--- src/rtl/psram_ctrl_pkg.sv ---
package psram_ctrl_pkg;

    typedef enum logic [2:0] {
        ST_IDLE,
        ST_RD_ACC,
        ST_RD_PAGE,
        ST_WR_SETUP,
        ST_WR_PULSE,
        ST_WR_HOLD,
        ST_CS_GAP
    } pc_state_e;

    // Nanoseconds to whole clocks, rounded up, never below one clock.
    function automatic int ns2cyc(input int ns, input int clk_ns);
        int c;
        c = (ns + clk_ns - 1) / clk_ns;
        return (c < 1) ? 1 : c;
    endfunction

endpackage

--- src/rtl/psram_ctrl_tmr.sv ---
module psram_ctrl_tmr #(
    parameter int TW = 4
) (
    input  logic          clk,
    input  logic          rst_n,
    input  logic          load,
    input  logic [TW-1:0] load_val,
    output logic          done
);
    logic [TW-1:0] cnt_q;

    always_ff @(posedge clk or negedge rst_n) begin
        if (!rst_n)             cnt_q <= '0;
        else if (load)          cnt_q <= load_val;
        else if (cnt_q != '0)   cnt_q <= cnt_q - 1'b1;
    end

    assign done = (cnt_q == '0);

    AST_TMR_COUNTS_DOWN: assert property (@(posedge clk) disable iff (!rst_n)
        (!$past(load) && $past(cnt_q) != '0) |-> cnt_q == $past(cnt_q) - 1'b1);
endmodule

--- src/rtl/psram_ctrl_openwin.sv ---
module psram_ctrl_openwin #(
    parameter int MAX_CYC = 2000,
    localparam int CW = $clog2(MAX_CYC + 2)
) (
    input  logic          clk,
    input  logic          rst_n,
    input  logic          cs_active,
    output logic [CW-1:0] open_cnt
);
    always_ff @(posedge clk or negedge rst_n) begin
        if (!rst_n)                 open_cnt <= '0;
        else if (!cs_active)        open_cnt <= '0;
        else if (open_cnt != '1)    open_cnt <= open_cnt + 1'b1;
    end

    AST_OPEN_CAP: assert property (@(posedge clk) disable iff (!rst_n)
        cs_active |-> 32'(open_cnt) < MAX_CYC);
endmodule

--- src/rtl/psram_ctrl.sv ---
module psram_ctrl
    import psram_ctrl_pkg::*;
#(
    parameter int CLK_NS    = 10,
    parameter int T_RC_NS   = 60,
    parameter int T_PC_NS   = 20,
    parameter int T_WP_NS   = 50,
    parameter int T_CP_NS   = 10,
    parameter int T_OPEN_NS = 20000,
    parameter int AW        = 23,
    parameter int PAGE_BITS = 4
) (
    input  logic          clk,
    input  logic          rst_n,
    input  logic          cmd_valid,
    output logic          cmd_ready,
    input  logic          cmd_write,
    input  logic [AW-1:0] cmd_addr,
    input  logic [3:0]    cmd_len,
    input  logic [1:0]    cmd_be,
    input  logic [15:0]   cmd_wdata,
    output logic          rsp_valid,
    output logic [15:0]   rsp_data,
    output logic          rsp_last,
    output logic          mem_cs_n,
    output logic          mem_oe_n,
    output logic          mem_we_n,
    output logic          mem_ub_n,
    output logic          mem_lb_n,
    output logic [AW-1:0] mem_addr,
    output logic [15:0]   mem_dq_out,
    output logic          mem_dq_oe,
    input  logic [15:0]   mem_dq_in
);
    localparam int RC_CYC   = ns2cyc(T_RC_NS, CLK_NS);
    localparam int PC_CYC   = ns2cyc(T_PC_NS, CLK_NS);
    localparam int WP_CYC   = ns2cyc(T_WP_NS, CLK_NS);
    localparam int CP_CYC   = ns2cyc(T_CP_NS, CLK_NS);
    localparam int OPEN_CYC = ns2cyc(T_OPEN_NS, CLK_NS);
    localparam int TMAX     = (RC_CYC > WP_CYC) ? RC_CYC : WP_CYC;
    localparam int TW       = $clog2(TMAX + 1);
    localparam int OCW      = $clog2(OPEN_CYC + 2);
    localparam int WCW      = $clog2(WP_CYC + 2);
    localparam int NLANE    = 2;

    pc_state_e     state_q, state_d;
    logic [AW-1:0] a_q;
    logic [4:0]    left_q;
    logic [1:0]    be_q;
    logic [15:0]   wd_q;
    logic          ld, tdone, smp, accept, cs_act;
    logic [TW-1:0] ld_val;
    logic [OCW-1:0] open_cnt;
    logic [15:0]   lane_mask;
    logic          page_fits, page_end;

    psram_ctrl_tmr #(.TW(TW)) u_tmr (
        .clk(clk), .rst_n(rst_n), .load(ld), .load_val(ld_val), .done(tdone)
    );

    psram_ctrl_openwin #(.MAX_CYC(OPEN_CYC)) u_win (
        .clk(clk), .rst_n(rst_n), .cs_active(cs_act), .open_cnt(open_cnt)
    );

    for (genvar g = 0; g < NLANE; g++) begin : g_lane
        assign lane_mask[g*8 +: 8] = {8{be_q[g]}};
    end

    assign accept    = cmd_valid && cmd_ready;
    assign page_end  = (a_q[PAGE_BITS-1:0] == '1);
    assign page_fits = (32'(open_cnt) + 1 + PC_CYC) <= OPEN_CYC;

    // Next-state and timer load
    always_comb begin
        state_d = state_q;
        ld      = 1'b0;
        ld_val  = '0;
        smp     = 1'b0;
        unique case (state_q)
            ST_IDLE: begin
                if (cmd_valid) begin
                    if (!cmd_write) begin
                        state_d = ST_RD_ACC;
                        ld = 1'b1; ld_val = TW'(RC_CYC - 1);
                    end else if (cmd_be != 2'b00) begin
                        state_d = ST_WR_SETUP;
                        ld = 1'b1; ld_val = '0;
                    end
                end
            end
            ST_RD_ACC, ST_RD_PAGE: begin
                if (tdone) begin
                    smp = 1'b1;
                    ld  = 1'b1;
                    if (left_q != 5'd1 && !page_end && page_fits) begin
                        state_d = ST_RD_PAGE; ld_val = TW'(PC_CYC - 1);
                    end else begin
                        state_d = ST_CS_GAP;  ld_val = TW'(CP_CYC - 1);
                    end
                end
            end
            ST_WR_SETUP: if (tdone) begin
                state_d = ST_WR_PULSE; ld = 1'b1; ld_val = TW'(WP_CYC - 1);
            end
            ST_WR_PULSE: if (tdone) begin
                state_d = ST_WR_HOLD; ld = 1'b1; ld_val = '0;
            end
            ST_WR_HOLD: if (tdone) begin
                state_d = ST_CS_GAP; ld = 1'b1; ld_val = TW'(CP_CYC - 1);
            end
            ST_CS_GAP: if (tdone) begin
                if (left_q != '0) begin
                    state_d = ST_RD_ACC; ld = 1'b1; ld_val = TW'(RC_CYC - 1);
                end else begin
                    state_d = ST_IDLE;
                end
            end
            default: state_d = ST_IDLE;
        endcase
    end

    // State register and command/response registers
    always_ff @(posedge clk or negedge rst_n) begin
        if (!rst_n) begin
            state_q   <= ST_IDLE;
            a_q       <= '0;
            left_q    <= '0;
            be_q      <= '0;
            wd_q      <= '0;
            rsp_valid <= 1'b0;
            rsp_data  <= '0;
            rsp_last  <= 1'b0;
        end else begin
            state_q   <= state_d;
            rsp_valid <= smp;
            if (accept) begin
                a_q    <= cmd_addr;
                be_q   <= cmd_be;
                wd_q   <= cmd_wdata;
                left_q <= cmd_write ? 5'd0 : 5'({1'b0, cmd_len} + 5'd1);
            end
            if (smp) begin
                rsp_data <= mem_dq_in & lane_mask;
                rsp_last <= (left_q == 5'd1);
                a_q      <= a_q + 1'b1;
                left_q   <= left_q - 1'b1;
            end
        end
    end

    // Outputs decoded from state
    always_comb begin
        cmd_ready = (state_q == ST_IDLE);
        cs_act    = 1'b0;
        mem_oe_n  = 1'b1;
        mem_we_n  = 1'b1;
        mem_dq_oe = 1'b0;
        unique case (state_q)
            ST_RD_ACC, ST_RD_PAGE: begin cs_act = 1'b1; mem_oe_n = 1'b0; end
            ST_WR_SETUP, ST_WR_HOLD: cs_act = 1'b1;
            ST_WR_PULSE: begin cs_act = 1'b1; mem_we_n = 1'b0; mem_dq_oe = 1'b1; end
            default: ;
        endcase
        mem_cs_n   = !cs_act;
        mem_lb_n   = !(cs_act && be_q[0]);
        mem_ub_n   = !(cs_act && be_q[1]);
        mem_addr   = a_q;
        mem_dq_out = wd_q;
    end

    // Checking logic: length of the current write pulse
    logic [WCW-1:0] we_lo_cnt;
    always_ff @(posedge clk or negedge rst_n) begin
        if (!rst_n)                          we_lo_cnt <= '0;
        else if (mem_we_n)                   we_lo_cnt <= '0;
        else if (we_lo_cnt != '1)            we_lo_cnt <= we_lo_cnt + 1'b1;
    end

    AST_RESET_IDLE: assert property (@(posedge clk)
        $rose(rst_n) |-> mem_cs_n && mem_we_n && !mem_dq_oe);
    AST_WE_SETUP_GAP: assert property (@(posedge clk) disable iff (!rst_n)
        $fell(mem_we_n) |-> $past(!mem_cs_n) && $past(!mem_dq_oe) && mem_oe_n);
    AST_WE_HOLD_GAP: assert property (@(posedge clk) disable iff (!rst_n)
        $rose(mem_we_n) |-> !mem_cs_n && !mem_dq_oe);
    AST_WE_PULSE_LEN: assert property (@(posedge clk) disable iff (!rst_n)
        $rose(mem_we_n) |-> 32'($past(we_lo_cnt)) >= WP_CYC - 1);
    AST_PAGE_UPPER_FIXED: assert property (@(posedge clk) disable iff (!rst_n)
        (!mem_oe_n && $past(!mem_oe_n) && $past(!mem_cs_n))
            |-> mem_addr[AW-1:PAGE_BITS] == $past(mem_addr[AW-1:PAGE_BITS]));
    AST_PAGE_STEP_ONE: assert property (@(posedge clk) disable iff (!rst_n)
        (!mem_oe_n && $past(!mem_oe_n) && mem_addr != $past(mem_addr))
            |-> mem_addr[PAGE_BITS-1:0] == $past(mem_addr[PAGE_BITS-1:0]) + 1'b1);
    AST_EMPTY_WRITE_DROP: assert property (@(posedge clk) disable iff (!rst_n)
        (accept && cmd_write && cmd_be == 2'b00) |=> mem_cs_n && cmd_ready);
    AST_ONE_CMD: assert property (@(posedge clk) disable iff (!rst_n)
        (accept && !(cmd_write && cmd_be == 2'b00)) |=> !cmd_ready);
endmodule

--- config.mk ---
export PLATFORM = sky130hd
export DESIGN_NAME = psram_ctrl
export DESIGN_NICKNAME = d
export VERILOG_FILES = /design/src/rtl/psram_ctrl_pkg.sv /design/src/rtl/psram_ctrl_tmr.sv /design/src/rtl/psram_ctrl_openwin.sv /design/src/rtl/psram_ctrl.sv
export SDC_FILE = /design/constraint.sdc
export NUM_CORES = 1
export LEC_CHECK = 0
export BUFFER_PORTS_ARGS = -buffer_cell sky130_fd_sc_hd__buf_2
export CAP_MARGIN = 10
export CORE_MARGIN = 5
export CORE_UTILIZATION = 30
export DETAILED_ROUTE_END_ITERATION = 7
export GPL_TIMING_DRIVEN = 1
export PLACE_DENSITY_LB_ADDON = 0.08
export REMOVE_ABC_BUFFERS = 1
export SYNTH_ARGS = -nofsm -noshare
export SYNTH_HDL_FRONTEND = slang
export SYNTH_HIERARCHICAL = 1
export SYNTH_SLANG_ARGS = --single-unit
--- constraint.sdc ---
create_clock -name clk -period 2.59 [get_ports clk]
set_clock_uncertainty 0.2 [all_clocks]
set_input_delay 0.259 -clock clk [delete_from_list [all_inputs] [get_ports clk]]
set_output_delay 0.259 -clock clk [all_outputs]
set_load 0.01 [all_outputs]
---- Yosys cells after proc, flatten, opt, wreduce, memory -nomap -nowiden ----
Index checks and enable logic that the tools add are counted.
operators by class
  reduce and logical (&&, ||, !) cells .... 19
  $add $sub $neg .......................... 7
  equality and inequality tests ........... 18
  $lt $le $gt $ge ......................... 1
  muxes and demuxes ....................... 40
  bitwise operators ....................... 1
operators by type and width
  operator               number
  $mux 3                 16
  $mux 23                2
  $add 23x1->23 const B  1
  $mux 11                2
  $pmux 3 s6             1
  $and 16x16->16         1
  $mux 5                 3
  $mux 1                 14
  $ne 2x2->1 const B     7
  $add 12x2->13 const B  1
  $le 13x11->1 const B   1
  $add 11x1->12 const B  1
  $pmux 3 s4             1
  $add 11x1->11 const B  1
  $ne 11x11->1 const B   1
  $eq 3x3->1 const B     3
  $reduce_and 7->1       1
  $eq 3x2->1 const B     2
  $logic_not 3->1        2
  $reduce_bool 2->1      3
  $add 4x1->5 const B    1
  $eq 5x1->1 const B     1
  $logic_and 1x1->1      5
  $ne 5x1->1 const B     1
  11 further kinds       14
word-level totals
  flip-flop bits (word level) ............. 81
  logic and storage cells ................. 96

---- Longest topological paths before layout ----
Gate-level depths: netlist of the first run.
  depth after elaboration ................. 8
  depth in mapped cells ................... 11
  mapped depth without buffers ............ 10

---- Hierarchy ----
Netlist of the first run, hierarchy kept.
modules (own cells, without submodules)
  module              sequential area each (sq um)  times used  area each (sq um)  cells each
  psram_ctrl          1,676.6                       1           3,388.2            390
  psram_ctrl_openwin  275.3                         1           639.4              61
  psram_ctrl_tmr      75.1                          1           201.4              21

---- Least setup slack after synthesis of the first run ----
No wires, ideal clock.
  path type ............................... register -> register
  start point ............................. reg u_tmr.cnt_q[0]
  end point ............................... reg a_q[19] (netlist: mem_addr[19])
  setup time .............................. 0.138 ns
  period minus slack after synthesis ...... 2.282 ns
  stages on the path, launching flop included .. 10
  slack ................................... 0.308 ns
  arrival ................................. 1.944 ns
  cells stage by stage .................... dfrtp_1 inv_1 ha_1 nand2b_1 inv_1 nand2b_1 or3_4 or3_4 o211ai_2 o311ai_2
on the way
  longest elaborated chain between the ends .. 4
  elaborated cells between the ends (all ways) .. 5
  those cells by class .................... mux (3); reduce/logical (2)
RTL lines
  item                                                 RTL line              source
  start: declaration                                   psram_ctrl_tmr.sv:10  logic [TW-1:0] cnt_q;
  start signal: assignment                             psram_ctrl_tmr.sv:14  else if (load) cnt_q <= load_val;
  start signal: assignment                             psram_ctrl_tmr.sv:15  else if (cnt_q != '0) cnt_q <= cnt_q - 1'b1;
  $logic_not 3->1 (*)                                  psram_ctrl_tmr.sv:18  assign done = (cnt_q == '0);
  named net tdone                                      psram_ctrl.sv:51      logic ld, tdone, smp, accept, cs_act;
  $mux 1 (*)                                           psram_ctrl.sv:92      if (tdone) begin
  $mux 1 (*)                                           psram_ctrl.sv:79      unique case (state_q)
  $mux 23 / $reduce_bool 2->1 (equally long branches)  -
  end signal: assignment                               psram_ctrl.sv:137     a_q <= cmd_addr;
  end signal: assignment                               psram_ctrl.sv:145     a_q <= a_q + 1'b1;
  end: declaration                                     psram_ctrl.sv:47      logic [AW-1:0] a_q;
Mark *: on every way through the listed nets, which the timed path passes. The rest lies on a longest branch.
A chain may end at the register's enable or synchronous reset.

---- Final worst setup path of the first run ----
Same ends and word-level chain as after synthesis.

==> impl_metrics.ini, run 1 <==
[outcome]
status = completed

[run]
maxCapViolCount = 0

[timing]
fin_ws_ns = 0.149
fin_crit_sh = 0.942
rsz0062_at_grt = false
finalSetupViolCount = 0
hold_viol_final = 0
tns_ns = 0
max_slew_margin = 0.620
drv_slew = 0
max_freq_mhz = 410
worst_pin_slew_ns = 0.571
min_period_ns = 2.44

[synth]
avgSynthCellArea_sq_um = 8.96
synth_top_area_share = 0.479
synth_cell_types = 67
ys_top_cells_by_area = dfrtp_1 48%, nand2_1 12%, nand3_1 4.3%
synth_edf_count = 0
synthArstFlopShare = 1.00
yosys-top-cells-count = 140 x nand2_1, 81 x dfrtp_1, 36 x nand3_1
ys_seq_area_frac = 0.479
ys_ff_latch = 81
synth_ff_type = dfrtp_1
synthCells = 472
syn_area_sq_mm = 0.00423
yosys.area.top_type = dfrtp_1
post-synth-top-count-cell = nand2_1
ys_warn_count = 6

[clock_network]
cts-root-buf = clkbuf_16
cts-buffers-inserted = 9
cts_max_level = 3
post_cts_buffers = 0
clk_pin_slew_ns = 0.06
cts_buffer_depth = 2
cts_sinks = 81
insertion_delay_ns = 0.34
cts_tree = yes

[min_path]
min_from = cmd_len[0]
hold_class = in2reg
min_to = left_q[0]$_DFFE_PN0P_
whs_path_depth = 2

[detailed_routing]
firstDrtPassIters = 5
antenna_left = 0
via_per_inst = 4.92
wl_per_cell_microns = 15.4
num_vias = 4135
drt_iter0_drc = 162
routed_wl_microns = 12900
drcViolationCount = 0

[floorplanning]
core_area_sq_mm = 0.0138
dieArea_sq_mm = 0.0166
fp-row-count = 43
die_h_microns = 129
dieWidth_microns = 129
initial_core_util = 0.306
ioPinCount = 129

[global_routing]
grt_pass1_vias = 4200
grt_max_degree = 44
grt_util_all_layers = 0.159
grt_pass1_wl_microns = 21100
grt-ovfl-total = 0
antenna_found_initial = 0

[final_layout]
multi_input_area_sq_mm = 0.00204
diodes = 0
fill_cells = 1375
layout-drive-gt1-share = 0.278
area_growth_pct = 41.8
seq_area_sq_mm = 0.00203
final_nets = 728

[placement]
place_ws_ns = 0.105
portBuffers = 128
gp_congestion = 0.816
dp_hpwl_microns = 9400

[critical_path]
reg2reg_setup_slack_ns = 0.15
start_kind = flip-flop
endpoint_kind = flip-flop
cp_max_fo = 7
r2r-start = u_tmr/cnt_q[0]$_DFFE_PN0P_
arrival_ns = 2.45
cp.required_ns = 2.60
path_class = reg2reg
rr_worst_depth = 9
r2r-end = mem_addr[19]$_DFFE_PN0P_

[pwr]
pwr_density_cell_mw_per_mm2 = 1110
ir_drop_mv = 0.746
power_leakage_nw = 2.91
==> report_power, final <==
part           internal, mW  switching (mW)  leakage, nW
clock network         0.972           0.530        0.173
logic                  1.20            1.62         1.72
registers              1.79           0.524         1.02
==> per-stage QoR <==
stage | cell area [sq um] | utilization | total power, mW | hold WS, ns | std cells
after global placement | 5130 | 0.371 | 5.06 | 0.0968 | 774
after detailed placement | 5130 | 0.371 | 5.12 | 0.101 | 774
after global routing | 6000 | 0.434 | 7.16 | 0.0245 | 841
after CTS | 5990 | 0.433 | 6.72 | 0.00501 | 841
final | 6000 | 0.434 | 6.63 | 0.0168 | 841
after floorplan | 4130 | - | 3.86 | -0.237 | 450
==> sequential cells by signal, summed over array words and instances, names as in the netlist <==
register	flops
mem_addr	23
mem_dq_out	16
rsp_data	16
u_win/open_cnt	11
left_q	5
state_q	3
u_tmr/cnt_q	3
be_q	2
rsp_last	1
rsp_valid	1
==> kinds of logic (layout without fill, tap and decap cells) <==
family,Yosys count,count (layout),synth area share
and+or+nand+nor,250,250,0.289
AOI/OAI and AO/OA,83,83,0.144
DFF,81,81,0.479
buffers and inverters,39,228,0.0388
adders and majority gates,7,7,0.0207
muxes,7,7,0.0169
xor gates and xnor gates,4,4,0.0101
other,1,1,0.000887
==> placed cells by master, fill, tap and decap left out, drive strengths merged, types with 9 or more instances in the layout <==
| cell | count |
|---|---|
| buf | 144 |
| nand2 | 140 |
| dfrtp | 81 |
| dlygate4sd3 | 51 |
| nand3 | 36 |
| inv | 18 |
| a21oi | 12 |
| nor2 | 12 |
| o21ai | 11 |
| clkbuf | 10 |
| a211oi | 10 |
| and3 | 10 |
| o211ai | 9 |
==> final cells by class <==
class,count,area share
clock buffers,10,0.0399
well taps,180,0.0376
repair buffers,195,0.215
clock inverters,6,0.0188
multi-input cells,352,0.340
inverters,17,0.0106
flip-flops and latches,81,0.338
==> worst max-delay path: stages, from the launching register on <==
cell and delay [ns]:
dfrtp_1 0.40, inv_1 0.09, ha_1 0.20, nand2b_1 0.13, inv_2 0.13, nand2b_1 0.09
or3_4 0.40, or3_4 0.41, o211ai_2 0.16, o311ai_2 0.11
==> metal layers <==
metal | part of all wire | global-route usage | vias up
met5 | 0 | 0 | -
met4 | 0.016 | 0.0624 | 0
met3 | 0.052 | 0.0253 | 14
met2 | 0.46 | 0.253 | 114
met1 | 0.47 | 0.217 | 1973
li1 | - | - | 2034
==> worst max path at each step <==
stage | slack, ns | startpoint | to | depth (start not counted)
2_1_floorplan | -0.66 | state_q[0]$_DFFE_PN0P_ | mem_addr[9]$_DFFE_PN0P_ | 5
3_3_place_gp | 0.18 | u_tmr/cnt_q[0]$_DFFE_PN0P_ | mem_addr[19]$_DFFE_PN0P_ | 9
3_5_place_dp | 0.11 | u_tmr/cnt_q[0]$_DFFE_PN0P_ | mem_addr[19]$_DFFE_PN0P_ | 9
4_1_cts | 0.09 | u_tmr/cnt_q[0]$_DFFE_PN0P_ | mem_addr[19]$_DFFE_PN0P_ | 9
5_1_grt | 0.02 | u_tmr/cnt_q[0]$_DFFE_PN0P_ | mem_addr[4]$_DFFE_PN0P_ | 11
6_report | 0.15 | u_tmr/cnt_q[0]$_DFFE_PN0P_ | mem_addr[19]$_DFFE_PN0P_ | 9
==> repair_timing <==
action / 4_1_cts / 5_1_grt
endpoints found under the hold margin: 88 / 0
resized for setup: 0 / 2
hold buffers: 51 / 0
endpoints found under the setup margin: 0 / 6
Power figures use the tool's default switching activity.
==> inputs of run 2 (changes only) <==
--- a/config.mk
+++ b/config.mk
@@ -9,2 +9,3 @@
 export CAP_MARGIN = 10
+export CORE_ASPECT_RATIO = 2
 export CORE_MARGIN = 5
--- a/constraint.sdc
+++ b/constraint.sdc
@@ -4,2 +4,2 @@
 set_output_delay 0.259 -clock clk [all_outputs]
-set_load 0.01 [all_outputs]
+set_load 0.02 [all_outputs]
==> run 2 against run 1 <==
Net effect:
- clock power shrank 10%
- core utilization shrank 0.33 points
- cell area shrank 0.31%
- highest routed layer unchanged
- critical path type unchanged
==> impl_metrics.ini, run 2 (synthesis gave the netlist of run 1 again) <==
[critical_path]
cp_slowest_stage_delay_ns = 0.42
cp.required_ns = 2.60
rr_worst_depth = 9
r2r-start = u_tmr/cnt_q[0]$_DFFE_PN0P_
path_class = reg2reg
endpoint_kind = flip-flop
crit_slowest_cell = or3_4
arrival_ns = 2.45
start_kind = flip-flop
cp_cell_sequence = inv_1 > ha_1 > nand2b_1 > inv_2 > nand2b_1 > or3_4 > or3_4 > o211ai_2 > o311ai_2
crit_start = u_tmr/cnt_q[0]$_DFFE_PN0P_
cp_max_fo = 7

[pwr]
pwr_density_cell_mw_per_mm2 = 1150
swShare = 0.452
switchingPower_mw = 3.09
p_comb_frac = 0.462
power_leakage_nw = 2.89
ir_drop_mv = 0.518
p_int_mw = 3.75
pwr-share-seq = 0.340
power_mw = 6.85
pwr-share-clk = 0.198

[clock_network]
cts_buffer_depth = 2
cts_max_level = 3
cts_tree = yes
cts-buffers-inserted = 9
insertion_delay_ns = 0.34
cts-root-buf = clkbuf_16
cts_sinks = 81
post_cts_buffers = 0
clk_pin_slew_ns = 0.07

[min_path]
min_from = cmd_addr[0]
hold_class = in2reg
whs_path_depth = 3

[final_layout]
area_growth_pct = 41.3
layout-drive-gt1-share = 0.281
final_nets = 729
mostFrequentLayoutCells = 140 x nand2_1, 127 x buf_2, 81 x dfrtp_1
fill_cells = 1441
fin_cells = 852
final_area_sq_mm = 0.00598
largest_reg_flops = 23
seq_area_sq_mm = 0.00203
layout_commonest_cell = nand2_1
fin_util = 0.430
multi_input_area_sq_mm = 0.00204

[timing]
max_slew_margin = 0.637
hold_viol_final = 0
min_period_ns = 2.44
fin_crit_sh = 0.941
fin_ws_ns = 0.152
rsz0062_at_grt = false
drv_slew = 0
finalSetupViolCount = 0
max_freq_mhz = 410
tns_ns = 0
worst_pin_slew_ns = 0.544
hold_slack_ns = 0.0151

[placement]
dpl.cell_count = 784
gp_congestion = 0.773
portBuffers = 128
place_ws_ns = 0.107
dp_hpwl_microns = 9930
place_area_sq_mm = 0.00515

[detailed_routing]
num_vias = 4209
drt_iter0_drc = 131
via_per_inst = 4.94
wl_per_cell_microns = 16.0
routed_wl_microns = 13600
drcViolationCount = 0
antenna_left = 0
firstDrtPassIters = 4

[global_routing]
grt-ovfl-total = 0
grt_pass1_vias = 4274
grt_util_all_layers = 0.164
use_met3 = 0.0233
grt_busiest_layer = met2
grt_use_met1 = 0.169
grt_max_degree = 43
antenna_found_initial = 1
grt_util_met2 = 0.317
grt_pass1_wl_microns = 21500

[floorplanning]
initial_core_util = 0.304
dieWidth_microns = 94.0
die_h_microns = 178
fp-row-count = 61
ioPinCount = 129
dieArea_sq_mm = 0.0167
core_area_sq_mm = 0.0139

[run]
maxCapViolCount = 0

[outcome]
status = completed
==> run 2: layout make-up <==
class                           instances  share of cell area
Antenna cell                            1            0.000419
Clock buffer                            9              0.0377
Clock inverter                          7              0.0140
Inverter                               17              0.0107
Multi-Input combinational cell        352               0.342
Sequential cell                        81               0.339
Tap cell                              189              0.0396
Timing Repair Buffer                  196               0.216
==> run 2: worst max-delay path, delay by kind of cell, from the launching register on <==
kind,cells,cell delay (ns)
DFF,1,0.40
AOI/OAI and AO/OA,2,0.27
buffers and inverters,2,0.22
and+or+nand+nor,4,1.02
adders and majority gates,1,0.20
==> run 2: what timing repair did <==
item | CTS | global route
resized for setup | 0 | 2
endpoints found under the setup margin | 0 | 5
hold endpoints to repair | 89 | 0
hold buffers | 51 | 0
==> run 2: final timing paths <==
path	slack [ns]	to
setup / recovery	0.15	mem_addr[19]$_DFFE_PN0P_
hold / removal	0.02	mem_addr[0]$_DFFE_PN0P_
setup reg to reg	0.15	mem_addr[19]$_DFFE_PN0P_
hold reg to reg	0.27	mem_dq_out[1]$_DFFE_PN0P_
max in group asynchronous	1.30	u_win/open_cnt[7]$_DFFE_PN0P_
min in group asynchronous	0.25	mem_addr[11]$_DFFE_PN0P_
==> run 2: power groups by stage <==
stage | clock network, mW | registers [mW] | logic (mW)
2_1_floorplan | 0 | 2.75 | 1.46
3_3_place_gp | 0 | 2.34 | 3.11
3_5_place_dp | 0 | 2.35 | 3.16
4_1_cts | 1.40 | 2.33 | 3.23
5_1_grt | 1.44 | 2.42 | 3.53
6_report | 1.35 | 2.33 | 3.16
==> run 2: routing by layer <==
| layer | routed length (microns) | vias up |
|---|---|---|
| met1 | 4980 | 2032 |
| met3 | 542 | 23 |
| met2 | 7790 | 115 |
| met5 | 0 | - |
| met4 | 293 | 0 |
| li1 | - | 2039 |
